===== src/rtl/lp_pkg.sv =====
package lp_pkg;

    typedef struct packed {
        logic       dpd_off;
        logic       rms;
        logic       top;
        logic [1:0] area;
    } lp_cfg_t;

    localparam lp_cfg_t CFG_DEFAULT = '{dpd_off: 1'b1, rms: 1'b0, top: 1'b0, area: 2'b00};

    typedef enum logic [2:0] {
        PS_ACTIVE  = 3'd0,
        PS_WINDOW  = 3'd1,
        PS_SELF    = 3'd2,
        PS_PARTIAL = 3'd3,
        PS_DEEP    = 3'd4,
        PS_RECOVER = 3'd5
    } lp_state_e;

    // Low-power state chosen for a sleep period with no register write.
    function automatic lp_state_e lp_decide(lp_cfg_t c);
        if (!c.dpd_off)
            return PS_DEEP;
        else if (!c.rms && (c.area != 2'b00))
            return PS_PARTIAL;
        else
            return PS_SELF;
    endfunction

endpackage


===== src/rtl/lp_cfg_check.sv =====
module lp_cfg_check
    import lp_pkg::*;
#(
    parameter int ADDR_W = 21
) (
    input  logic [ADDR_W-1:0] addr,
    output lp_cfg_t           cfg,
    output logic              ok
);
    localparam int FLD_W = $bits(lp_cfg_t);

    always_comb begin
        cfg = lp_cfg_t'(addr[FLD_W-1:0]);
        ok  = (addr[ADDR_W-1:FLD_W] == '0) && (addr[1:0] != 2'b01);
    end
endmodule


===== src/rtl/lp_range_decode.sv =====
module lp_range_decode
    import lp_pkg::*;
#(
    parameter int ADDR_W = 21
) (
    input  lp_cfg_t           cfg,
    output logic [ADDR_W-1:0] lo,
    output logic [ADDR_W-1:0] hi
);
    localparam logic [ADDR_W-1:0] ALL_ONES = '1;
    localparam logic [ADDR_W-1:0] HALF     = {1'b1, {(ADDR_W-1){1'b0}}};
    localparam logic [ADDR_W-1:0] QTR      = {2'b01, {(ADDR_W-2){1'b0}}};
    localparam logic [ADDR_W-1:0] HALF_M1  = HALF - 1'b1;
    localparam logic [ADDR_W-1:0] QTR_M1   = QTR - 1'b1;
    localparam logic [ADDR_W-1:0] TOP_QTR  = HALF | QTR;

    always_comb begin
        lo = '0;
        hi = ALL_ONES;
        case (cfg.area)
            2'b10: begin
                lo = cfg.top ? HALF : '0;
                hi = cfg.top ? ALL_ONES : HALF_M1;
            end
            2'b11: begin
                lo = cfg.top ? TOP_QTR : '0;
                hi = cfg.top ? ALL_ONES : QTR_M1;
            end
            default: begin
                lo = '0;
                hi = ALL_ONES;
            end
        endcase
    end
endmodule


===== src/rtl/lp_mode_seq.sv =====
module lp_mode_seq
    import lp_pkg::*;
#(
    parameter int ADDR_W      = 21,
    parameter int WIN_CYC     = 100,
    parameter int MIN_LOW_CYC = 1000,
    parameter int RECOV_CYC   = 20000
) (
    input  logic              clk,
    input  logic              rst_n,
    input  logic              sleep_n,
    input  logic              cs_n,
    input  logic              we_n,
    input  logic [ADDR_W-1:0] addr,
    output logic [2:0]        pwr_state,
    output logic              ready,
    output logic [ADDR_W-1:0] rng_lo,
    output logic [ADDR_W-1:0] rng_hi,
    output logic              oor,
    output logic              cfg_err,
    output logic              proto_err
);
    localparam int CNT_MAX0 = (WIN_CYC > MIN_LOW_CYC) ? WIN_CYC : MIN_LOW_CYC;
    localparam int CNT_MAX  = (CNT_MAX0 > RECOV_CYC) ? CNT_MAX0 : RECOV_CYC;
    localparam int CNT_W    = $clog2(CNT_MAX + 1);

    typedef struct packed {
        lp_state_e        st;
        logic [CNT_W-1:0] cnt;
        lp_cfg_t          cfg;
        lp_cfg_t          pend;
        logic             pend_v;
        logic             wrote;
        logic             sleep_p;
        logic             we_p;
        logic             oor;
        logic             cfg_err;
        logic             proto_err;
    } seq_t;

    seq_t r_q, r_d;

    lp_cfg_t            wr_cfg;
    logic               wr_ok;
    logic [ADDR_W-1:0]  lo_w, hi_w;

    lp_cfg_check #(.ADDR_W(ADDR_W)) u_check (
        .addr (addr),
        .cfg  (wr_cfg),
        .ok   (wr_ok)
    );

    lp_range_decode #(.ADDR_W(ADDR_W)) u_range (
        .cfg (r_q.cfg),
        .lo  (lo_w),
        .hi  (hi_w)
    );

    logic fall, rise, wstb, win_open, capture, short_low, wrote_now, in_low;

    always_comb begin
        fall      = r_q.sleep_p & ~sleep_n;
        rise      = ~r_q.sleep_p & sleep_n;
        wstb      = ~cs_n & ~we_n & r_q.we_p;
        win_open  = ~sleep_n & ((r_q.st == PS_WINDOW) || ((r_q.st == PS_ACTIVE) && fall));
        capture   = wstb & win_open;
        wrote_now = r_q.wrote | (capture & wr_ok);
        short_low = r_q.cnt < CNT_W'(MIN_LOW_CYC - 1);
        in_low    = (r_q.st == PS_WINDOW) || (r_q.st == PS_SELF) ||
                    (r_q.st == PS_PARTIAL) || (r_q.st == PS_DEEP);

        r_d         = r_q;
        r_d.sleep_p = sleep_n;
        r_d.we_p    = we_n;
        r_d.oor     = 1'b0;

        if (in_low && r_q.cnt != CNT_W'(CNT_MAX))
            r_d.cnt = r_q.cnt + 1'b1;

        case (r_q.st)
            PS_ACTIVE: begin
                if (fall) begin
                    r_d.st     = PS_WINDOW;
                    r_d.cnt    = '0;
                    r_d.wrote  = 1'b0;
                    r_d.pend_v = 1'b0;
                end else if (~cs_n && sleep_n && r_q.cfg.rms &&
                             ((addr < lo_w) || (addr > hi_w))) begin
                    r_d.oor = 1'b1;
                end
            end
            PS_WINDOW: begin
                if (!rise && r_q.cnt == CNT_W'(WIN_CYC - 1))
                    r_d.st = wrote_now ? PS_SELF : lp_decide(r_q.cfg);
            end
            PS_RECOVER: begin
                r_d.cnt = r_q.cnt + 1'b1;
                if (r_q.cnt == CNT_W'(RECOV_CYC - 1)) begin
                    r_d.st  = PS_ACTIVE;
                    r_d.cnt = '0;
                end
            end
            default: ;
        endcase

        if (in_low && rise) begin
            r_d.cnt    = '0;
            r_d.pend_v = 1'b0;
            r_d.st     = (r_q.st == PS_DEEP) ? PS_RECOVER : PS_ACTIVE;
            if (short_low)
                r_d.proto_err = 1'b1;
            else if (r_q.st == PS_DEEP)
                r_d.cfg = CFG_DEFAULT;
            else if (r_q.pend_v)
                r_d.cfg = r_q.pend;
        end

        if (capture) begin
            if (wr_ok) begin
                r_d.pend   = wr_cfg;
                r_d.pend_v = 1'b1;
                r_d.wrote  = 1'b1;
            end else begin
                r_d.cfg_err = 1'b1;
            end
        end
    end

    always_ff @(posedge clk or negedge rst_n) begin
        if (!rst_n) begin
            r_q           <= '0;
            r_q.st        <= PS_ACTIVE;
            r_q.cfg       <= CFG_DEFAULT;
            r_q.pend      <= CFG_DEFAULT;
            r_q.sleep_p   <= 1'b1;
            r_q.we_p      <= 1'b1;
        end else begin
            r_q <= r_d;
        end
    end

    assign pwr_state = r_q.st;
    assign ready     = (r_q.st == PS_ACTIVE);
    assign rng_lo    = lo_w;
    assign rng_hi    = hi_w;
    assign oor       = r_q.oor;
    assign cfg_err   = r_q.cfg_err;
    assign proto_err = r_q.proto_err;

endmodule


===== config.mk =====
export PLATFORM = sky130hd
export DESIGN_NAME = lp_mode_seq
export DESIGN_NICKNAME = d
export VERILOG_FILES = /design/src/rtl/lp_pkg.sv /design/src/rtl/lp_cfg_check.sv /design/src/rtl/lp_range_decode.sv /design/src/rtl/lp_mode_seq.sv
export SDC_FILE = /design/constraint.sdc
export NUM_CORES = 1
export LEC_CHECK = 0
export BUFFER_PORTS_ARGS = -buffer_cell sky130_fd_sc_hd__buf_2
export CAP_MARGIN = 25
export CORE_UTILIZATION = 56
export DETAILED_ROUTE_END_ITERATION = 6
export GPL_ROUTABILITY_DRIVEN = 0
export GPL_TIMING_DRIVEN = 0
export PLACE_DENSITY = 0.84
export SETUP_SLACK_MARGIN = 0.02
export SYNTH_ARGS = -nofsm -noshare
export SYNTH_HDL_FRONTEND = slang
export SYNTH_SLANG_ARGS = --single-unit

===== constraint.sdc =====
create_clock -name clk -period 3.45 [get_ports clk]
set_input_delay 0.345 -clock clk [delete_from_list [all_inputs] [get_ports clk]]
set_output_delay 0.345 -clock clk [all_outputs]
set_load 0.03 [all_outputs]

==> results.sh, run 1 <==
export IMPL_netlist_area_um2=2450
export IMPL_arrival_ns=2.32
export IMPL_io_buffers=36
export IMPL_grt_pass1_vias=1868
export IMPL_critPathTopFamily="simple AND/OR/NAND/NOR gates"
export IMPL_post_cts_repair_setup_buffers=0
export IMPL_synth_largest_area_cell="dfrtp_1"
export IMPL_critPathBufInv=0
export IMPL_dieArea_um2=4640
export IMPL_initial_core_util_pct=59.9
export IMPL_vias_per_cell=5.42
export IMPL_synth_area_leaders="dfrtp_1 32%, buf_4 13%, dfstp_2 4.3%"
export IMPL_drt_iter0_markers=186
export IMPL_track_usage_pct=26.1
export IMPL_crit_path_max_fanout=10
export IMPL_slew_viol_final=0
export IMPL_drv_cap=0
export IMPL_cts_tree="done"
export IMPL_diodes=0
export IMPL_clock_root_buffer="clkbuf_8"
export IMPL_clk_pin_slew_ns=0.07
export IMPL_min_path_type="in2async"
export IMPL_insertion_delay_ns=0.30
export IMPL_cts_made_buffers=5
export IMPL_endpoint_kind="flop"
export IMPL_relSlewSlack_pct=50.2
export IMPL_tightest_slew_ns=0.747
export IMPL_clkSinkCount=35
export IMPL_drt_wl_total_um=5330
export IMPL_ys_warn_count=0
export IMPL_synth_cell_types=57
export IMPL_num_rows=23
export IMPL_area_growth_pct=19.2
export IMPL_p_leak_nw=1.44
export IMPL_clock_skew_ns=0.0111
export IMPL_synth_most_common_cell="buf_4"
export IMPL_core_um2=4090
export IMPL_grt_pass1_wl_um=8660
export IMPL_final_util_pct=71.4
export IMPL_fp_dieH_um=68.1
export IMPL_power_density_nw_per_um2=555
export IMPL_finalSetupViolations=0
export IMPL_ir_drop_v=0.000274
export IMPL_ios=75
export IMPL_post_cts_resized=0
export IMPL_crit_path_top_delay_cell="nor3_2"
export IMPL_fmaxAchievable_mhz=467
export IMPL_finalHoldViolations=0
export IMPL_cpPeakStageDelay_ns=0.61
export IMPL_synth_ff_type="dfrtp_1"
export IMPL_dp_hpwl_um=3990
export IMPL_antenna_left=0
export IMPL_cts_buffer_depth=2
export IMPL_synth_edf_count=0
export IMPL_period_minus_slack_ns=2.14
export IMPL_worst_setup_path_type="reg2reg"
export IMPL_rsz0062_at_grt="no"
export IMPL_die_w_um=68.1
export IMPL_cts_hold_buf=0
export IMPL_setup_tns_ns=0
export IMPL_ys_ff_latch=35
export IMPL_cts_htree_levels=2
export IMPL_drc=0
export IMPL_netlist_instances=265
export IMPL_path_cells="nor4b_1 > o211ai_1 > nor3_2 > o22ai_1 > mux2_2"
export IMPL_synthArstFlopShare_pct=100
export IMPL_synth_seq_area_share_pct=36.0
export IMPL_grt_max_degree=36
export IMPL_dr_pass1_iters=4
export IMPL_syn_avg_cell_area_um2=9.24
export IMPL_worst_ep_required_time_ns=3.63
export IMPL_final_nets=375
export IMPL_synth_top_cells_by_count="42 x buf_4, 31 x dfrtp_1, 17 x nor2_1, 16 x nand2_1, 12 x a21oi_1"
export IMPL_wl_per_cell_um=13.5
export IMPL_period_share_pct=62.1
export IMPL_drive_gt1_share_pct=32.5
export IMPL_startpoint_type="flop"
export IMPL_via_count=2142
export IMPL_overflow=0
export IMPL_synth_top_area_share_pct=31.7
export IMPL_outcome="complete, no violations"
export IMPL_antenna_found_initial=0
per-layer routing:
layer	up-vias	global-route usage [%]	share of wire, %
li1	1054	-	-
met1	988	33.8	42
met2	87	41.3	48
met3	13	5.67	7.2
met4	0	12.2	2.1
met5	-	0	0
stage by stage:
step	setup slack (ns)	instances	cell area, µm²	total power, W	hold slack, ns
6_report	1.31	395	2920	0.00162	0.116
5_1_grt	1.11	395	2920	0.00172	0.148
4_1_cts	1.34	395	2920	0.00162	0.147
3_5_place_dp	1.33	387	2830	0.00130	0.448
3_3_place_gp	1.36	387	2830	0.00128	0.448
2_1_floorplan	1.53	301	2580	0.00112	0.0494
worst reg2reg max path, stage by stage (launching register included):
cell      delay [ns]
dfstp_2         0.52
nor4b_1         0.26
o211ai_1        0.20
nor3_2          0.61
o22ai_1         0.15
mux2_2          0.30
flip-flops by register name (all words and copies together) (netlist names):
name       cells
cfg_err        1
oor            1
proto_err      1
pwr_state      3
r_q           29
where the power goes:
| part | leakage [nW] | internal (W) | switching (W) |
|---|---|---|---|
| logic | 0.950 | 0.000297 | 0.000494 |
| registers | 0.439 | 0.000462 | 0.0000540 |
| clock network | 0.0482 | 0.000161 | 0.000152 |
| total | 1.44 | 0.000919 | 0.000699 |
cell usage in the layout (no fill, tap or decap), drive strengths merged, types with 5 or more instances in the layout:
cell type,synthesis,routed
buf,46,82
conb,2,38
dfrtp,31,31
nor2,17,17
nand2,16,16
a21oi,12,12
inv,12,12
nand3,10,10
nor3,9,9
and3,8,8
nor4,8,8
a311oi,7,7
mux2,7,7
clkbuf,0,7
nand2b,6,6
a31oi,6,6
nand4,5,5
ha,5,5
area by class of cell:
class	count	area, µm²
flip-flops and latches	35	881
fillers	319	1170
clock buffers	7	86.3
well taps	50	62.6
multi-input cells	208	1310
repair buffers	36	180
inverters	12	47.5
plain buffers	46	342
clock inverters	1	5.00
final timing paths:
path,from,to,slack [ns],cells after the start
max in group asynchronous,rst_n,r_q[13]$_DFFE_PN0P_,2.85,1
min,rst_n,r_q[31]$_DFF_PN0_,0.12,1
max reg2reg,r_q[3]$_DFF_PN1_,pwr_state[2]$_DFFE_PN0P_,1.31,5
min reg2reg,proto_err$_DFFE_PN0P_,proto_err$_DFFE_PN0P_,0.46,1
max,r_q[3]$_DFF_PN1_,pwr_state[2]$_DFFE_PN0P_,1.31,5
min in group clk,we_n,r_q[3]$_DFF_PN1_,0.16,1
cell families after synthesis:
logic type | share of synthesized area, %
AND/OR/NAND/NOR | 23.7
buffers and inverters | 15.9
AO/OA/AOI/OAI | 15.8
flip-flops | 36.0
multiplexers | 5.01
adder cells (fa/ha/maj) | 2.56
other | 0.307
XOR/XNOR | 0.716
Power figures use the tool's default switching activity.
==> inputs of run 2 (changes only) <==
CORE_UTILIZATION = 52   (was 56)
PLACE_DENSITY = 0.79   (was 0.84)
clock period = 2 ns   (was 3.45 ns; I/O delays follow)
==> run 2 against run 1 <==
Effect of this change: the run now ends with DRC, hold timing left; non-clock buffer count grew 13; sequential share of layout area is 1.7 points lower; critical endpoint is now r_q[19]$_DFF_PN0_; register-to-register slack got worse by 1.3 ns; via count up 3.6%; wire length is 8.1% higher; critical path type unchanged; first-iteration DRC count shrank 4.8%; hold slack got worse by 0.13 ns; cell area is 6.0% higher; final cell count grew 3.8%; count of clock-buffer cells in the layout unchanged; global-route usage down 2.6 points.
==> results.sh, run 2 (synthesis results as in run 1) <==
export IMPL_outcome="finished with violations"
export IMPL_failed_checks="DRC, hold timing"
export IMPL_worst_slack_ns=0.0514
export IMPL_rsz0062_at_grt="yes"
export IMPL_worst_ep_required_time_ns=2.18
export IMPL_via_count=2219
export IMPL_drt_wl_total_um=5760
export IMPL_cts_made_buffers=5
export IMPL_worstRegToRegCells=6
export IMPL_cts_buffer_depth=2
export IMPL_antenna_found_initial=0
export IMPL_io_buffers=36
export IMPL_wl_per_cell_um=14.1
export IMPL_dr_pass1_iters=6
export IMPL_core_um2=4440
export IMPL_ios=75
export IMPL_drt_iter0_markers=177
export IMPL_fp_dieH_um=70.6
export IMPL_overflow=0
export IMPL_dp_hpwl_um=3990
export IMPL_clock_root_buffer="clkbuf_8"
export IMPL_pre_cts_slack_ns=-0.146
export IMPL_finalHoldViolations=13
export IMPL_relSlewSlack_pct=48.0
export IMPL_grt_pass1_wl_um=9330
export IMPL_ir_drop_v=0.000556
export IMPL_vias_per_cell=5.41
export IMPL_final_common_cell="buf_4"
export IMPL_layout_common_cells="56 x buf_4, 38 x buf_2, 38 x conb_1"
export IMPL_min_path_type="in2async"
export IMPL_area_growth_pct=26.3
export IMPL_num_rows=24
export IMPL_grt_pass1_vias=2064
export IMPL_diodes=0
export IMPL_power_density_nw_per_um2=977
export IMPL_dpl_cell_area_um2=2830
export IMPL_regMostFlops="r_q"
export IMPL_worst_setup_path_type="reg2reg"
export IMPL_reg2reg_slack_ns=0.05
export IMPL_drive_gt1_share_pct=38.3
export IMPL_finalSetupViolations=0
export IMPL_period_minus_slack_ns=1.95
export IMPL_clkSinkCount=35
export IMPL_grt_max_degree=36
export IMPL_final_area_um2=3090
export IMPL_die_w_um=70.6
export IMPL_largest_reg_flops=29
export IMPL_cts_hold_buf=0
export IMPL_p_leak_nw=1.52
export IMPL_track_usage_pct=23.5
export IMPL_initial_core_util_pct=55.1
export IMPL_r2r_end="r_q[19]$_DFF_PN0_"
export IMPL_endpoint_kind="flop"
export IMPL_drv_cap=0
export IMPL_arrival_ns=2.13
export IMPL_tightest_slew_ns=0.780
export IMPL_insertion_delay_ns=0.28
export IMPL_cts_htree_levels=2
export IMPL_antenna_left=0
export IMPL_r2r_start="pwr_state[0]$_DFFE_PN0P_"
export IMPL_final_nets=388
export IMPL_cts_tree="done"
export IMPL_crit_path_max_fanout=10
export IMPL_clock_skew_ns=0.00217
export IMPL_drc=10
export IMPL_period_share_pct=97.4
export IMPL_dieArea_um2=4990
export IMPL_clk_pin_slew_ns=0.07
export IMPL_slew_viol_final=0
export IMPL_fmaxAchievable_mhz=513
export IMPL_startpoint_type="flop"
export IMPL_whs_ns=-0.0127
==> run 2: cell count changes in the layout (fill, tap and decap cells not counted), moves of 2 or more <==
cell / before / now
nor3_4: 1 / 3
nor3_2: 2 / 0
nor4_1: 8 / 6
nor4_2: 0 / 2
buf_4: 42 / 56
==> run 2: critical path, cell delays in order, from the launching register on <==
cell and delay [ns]:
dfrtp_1 0.38, buf_4 0.17, or3_4 0.43, o21ai_1 0.23, o21ba_2 0.21, buf_6 0.14, a311oi_1 0.28
==> run 2: how the worst max path moves through the flow <==
stage / from / endpoint / slack [ns] / cells after the start
finish: pwr_state[0]$_DFFE_PN0P_ / r_q[19]$_DFF_PN0_ / 0.05 / 6
global route: pwr_state[0]$_DFFE_PN0P_ / r_q[17]$_DFF_PN0_ / -0.02 / 6
CTS: r_q[17]$_DFF_PN0_ / r_q[30]$_DFF_PN0_ / 0.02 / 6
detailed placement: r_q[17]$_DFF_PN0_ / r_q[30]$_DFF_PN0_ / -0.15 / 6
global placement: r_q[3]$_DFF_PN1_ / pwr_state[2]$_DFFE_PN0P_ / -0.09 / 5
floorplan: r_q[17]$_DFF_PN0_ / r_q[30]$_DFF_PN0_ / 0.08 / 6
==> run 2: stage by stage <==
| step | power [W] | instances | setup TNS (ns) | utilization (%) |
|---|---|---|---|---|
| floorplan | 0.00193 | 301 | 0 | - |
| global placement | 0.00221 | 389 | -0.511 | 63.6 |
| detailed placement | 0.00225 | 389 | -1.04 | 63.6 |
| CTS | 0.00290 | 404 | 0 | 67.1 |
| global route | 0.00318 | 410 | -0.0348 | 69.6 |
| finish | 0.00302 | 410 | 0 | 69.6 |
==> run 2: cell type report <==
class,instances,area (µm²)
sequential,35,882
clock buffer,7,76.3
buffer,46,344
timing repair buffer,49,278
fill,368,1350
inverter,12,50.0
tap,52,65.1
multi-input combinational,208,1390
clock inverter,1,5.00
==> run 2: what timing repair did <==
item                                    in CTS  in global routing
pin swaps                                    3                  8
resized for setup                            6                 16
buffers inserted                             7                  6
cloned                                       0                  0
endpoints found under the hold margin        0                  0
endpoints found under the setup margin      18                 18
==> run 2: routing by layer <==
metal | track usage [%] | vias to the layer above | wire (µm)
met5 | 0 | - | 0
met4 | 6.44 | 0 | 48
met3 | 4.27 | 4 | 331
met2 | 40.1 | 84 | 2850
met1 | 31.0 | 1052 | 2540
li1 | - | 1079 | -
==> run 2: where the power goes <==
| part | internal (W) | switching (W) |
|---|---|---|
| clock | 0.000245 | 0.000254 |
| sequential | 0.000796 | 0.0000858 |
| combinational | 0.000673 | 0.000967 |
| total | 0.00171 | 0.00131 |
==> inputs of run 3 (changes only) <==
--- a/config.mk
+++ b/config.mk
@@ -11,3 +11,2 @@
 export DETAILED_ROUTE_END_ITERATION = 6
-export GPL_ROUTABILITY_DRIVEN = 0
 export GPL_TIMING_DRIVEN = 0
==> constraint.sdc (replaced) <==
create_clock -name clk -period 2 [get_ports clk]
set_input_delay 0.4 -clock clk [delete_from_list [all_inputs] [get_ports clk]]
set_output_delay 0.4 -clock clk [all_outputs]
set_load 0.03 [all_outputs]
==> run 3 against run 2 <==
Effect of this change: largest cell class unchanged; via count barely moved; critical endpoint unchanged; non-clock buffer count did not move; clock skew barely moved; the flow finishes with violations (DRC); power grew 0.20%; highest routed layer unchanged.
==> results.sh, run 3 (synthesis results as in run 1) <==
export IMPL_ios=75
export IMPL_drc=10
export IMPL_p_leak_nw=1.52
export IMPL_final_util_pct=69.6
export IMPL_clock_skew_ns=0.00232
export IMPL_period_minus_slack_ns=1.95
export IMPL_failed_checks="DRC"
export IMPL_dieArea_um2=4990
export IMPL_io_buffers=36
export IMPL_via_count=2217
export IMPL_tightest_slew_ns=0.781
export IMPL_largest_reg_flops=29
export IMPL_drt_wl_total_um=5770
export IMPL_diodes=0
export IMPL_power_density_nw_per_um2=978
export IMPL_insertion_delay_ns=0.28
export IMPL_min_path_type="in2async"
export IMPL_grt_pass1_vias=2064
export IMPL_dr_pass1_iters=6
export IMPL_gp_congestion=0.888
export IMPL_cts_htree_levels=2
export IMPL_design_power_total_w=0.00303
export IMPL_fillers=367
export IMPL_period_share_pct=97.5
export IMPL_crit_path_max_fanout=10
export IMPL_ir_drop_v=0.000556
export IMPL_clk_pin_slew_ns=0.07
export IMPL_drt_iter0_markers=177
export IMPL_regMostFlops="r_q"
export IMPL_wl_per_cell_um=14.1
export IMPL_finalSetupViolations=0
export IMPL_track_usage_pct=23.5
export IMPL_fmaxAchievable_mhz=513
export IMPL_core_um2=4440
export IMPL_reg2reg_slack_ns=0.05
export IMPL_overflow=0
export IMPL_antenna_found_initial=0
export IMPL_cts_made_buffers=5
export IMPL_area_growth_pct=26.4
export IMPL_r2r_end="r_q[19]$_DFF_PN0_"
export IMPL_cts_hold_buf=0
export IMPL_arrival_ns=2.13
export IMPL_initial_core_util_pct=55.1
export IMPL_worstRegToRegCells=6
export IMPL_worst_setup_path_type="reg2reg"
export IMPL_grt_pass1_wl_um=9330
export IMPL_slew_viol_final=0
export IMPL_outcome="finished with violations"
export IMPL_clock_root_buffer="clkbuf_8"
export IMPL_rsz0062_at_grt="yes"
export IMPL_startpoint_type="flop"
export IMPL_final_common_cell="buf_4"
export IMPL_drive_gt1_share_pct=38.3
export IMPL_dp_hpwl_um=3990
export IMPL_layout_common_cells="57 x buf_4, 38 x conb_1, 37 x buf_2"
export IMPL_num_rows=24
export IMPL_cts_buffer_depth=2
export IMPL_r2r_start="pwr_state[0]$_DFFE_PN0P_"
export IMPL_grt_max_degree=36
export IMPL_endpoint_kind="flop"
export IMPL_finalHoldViolations=0
export IMPL_worst_ep_required_time_ns=2.18
export IMPL_drv_cap=0
export IMPL_final_nets=388
export IMPL_antenna_left=0
export IMPL_fp_dieH_um=70.6
export IMPL_cts_tree="done"
export IMPL_die_w_um=70.6
export IMPL_relSlewSlack_pct=48.0
export IMPL_clkSinkCount=35
export IMPL_vias_per_cell=5.41
[run 3: cell types whose count changed in the layout (fill, tap and decap cells not counted)]
cell	change
buf_2	-1
buf_4	+1
[run 3: routing by layer]
layer | share of wire, % | vias to the layer above | global-route usage [%]
li1 | - | 1080 | -
met1 | 44 | 1048 | 31.0
met2 | 50 | 87 | 40.1
met3 | 5.9 | 2 | 4.27
met4 | 0.54 | 0 | 6.44
met5 | 0 | - | 0
[run 3: how the worst max path moves through the flow]
stage	to	slack, ns	startpoint	depth (start not counted)
floorplan	r_q[30]$_DFF_PN0_	0.08	r_q[17]$_DFF_PN0_	6
global placement	pwr_state[2]$_DFFE_PN0P_	-0.16	we_n	6
detailed placement	pwr_state[2]$_DFFE_PN0P_	-0.21	we_n	6
CTS	r_q[30]$_DFF_PN0_	0.02	r_q[17]$_DFF_PN0_	6
global route	r_q[17]$_DFF_PN0_	-0.02	pwr_state[0]$_DFFE_PN0P_	6
finish	r_q[19]$_DFF_PN0_	0.05	pwr_state[0]$_DFFE_PN0P_	6
[run 3: cell type report]
| cell class | count | area [µm²] | share of cell area (%) |
|---|---|---|---|
| well taps | 52 | 65.1 | 2.10 |
| flip-flops and latches | 35 | 882 | 28.5 |
| multi-input cells | 208 | 1390 | 45.0 |
| plain buffers | 46 | 344 | 11.1 |
| clock buffers | 7 | 76.3 | 2.47 |
| clock inverters | 1 | 5.00 | 0.162 |
| inverters | 12 | 50.0 | 1.62 |
| repair buffers | 49 | 280 | 9.06 |
[run 3: metrics by stage]
step / setup WS, ns / TNS, ns / area (µm²) / std cells / hold slack, ns
after floorplan: 0.0760 / 0 / 2580 / 301 / 0.104
after global placement: -0.164 / -1.05 / 2830 / 389 / 0.452
after detailed placement: -0.214 / -1.73 / 2830 / 389 / 0.452
after CTS: 0.0203 / 0 / 2980 / 404 / 0.216
after global routing: -0.0191 / -0.0348 / 3090 / 410 / 0.219
final: 0.0507 / 0 / 3090 / 410 / 0.187
[run 3: where the power goes]
part / switching, W / internal, W / total (W)
logic: 0.000966 / 0.000679 / 0.00165
clock network: 0.000254 / 0.000245 / 0.000499
registers: 0.0000858 / 0.000796 / 0.000882
total: 0.00131 / 0.00172 / 0.00303
[run 3: timing repair]
| action | 4_1_cts | 5_1_grt |
|---|---|---|
| pin swaps | 3 | 8 |
| endpoints found under the setup margin | 18 | 19 |
| gates resized for setup | 6 | 18 |
| setup buffers | 7 | 6 |
[run 3: critical path, cell delays in order (launching register included)]
cell,delay (ns)
dfrtp_1,0.38
buf_4,0.17
or3_4,0.43
o21ai_1,0.23
o21ba_2,0.21
buf_6,0.14
a311oi_1,0.28
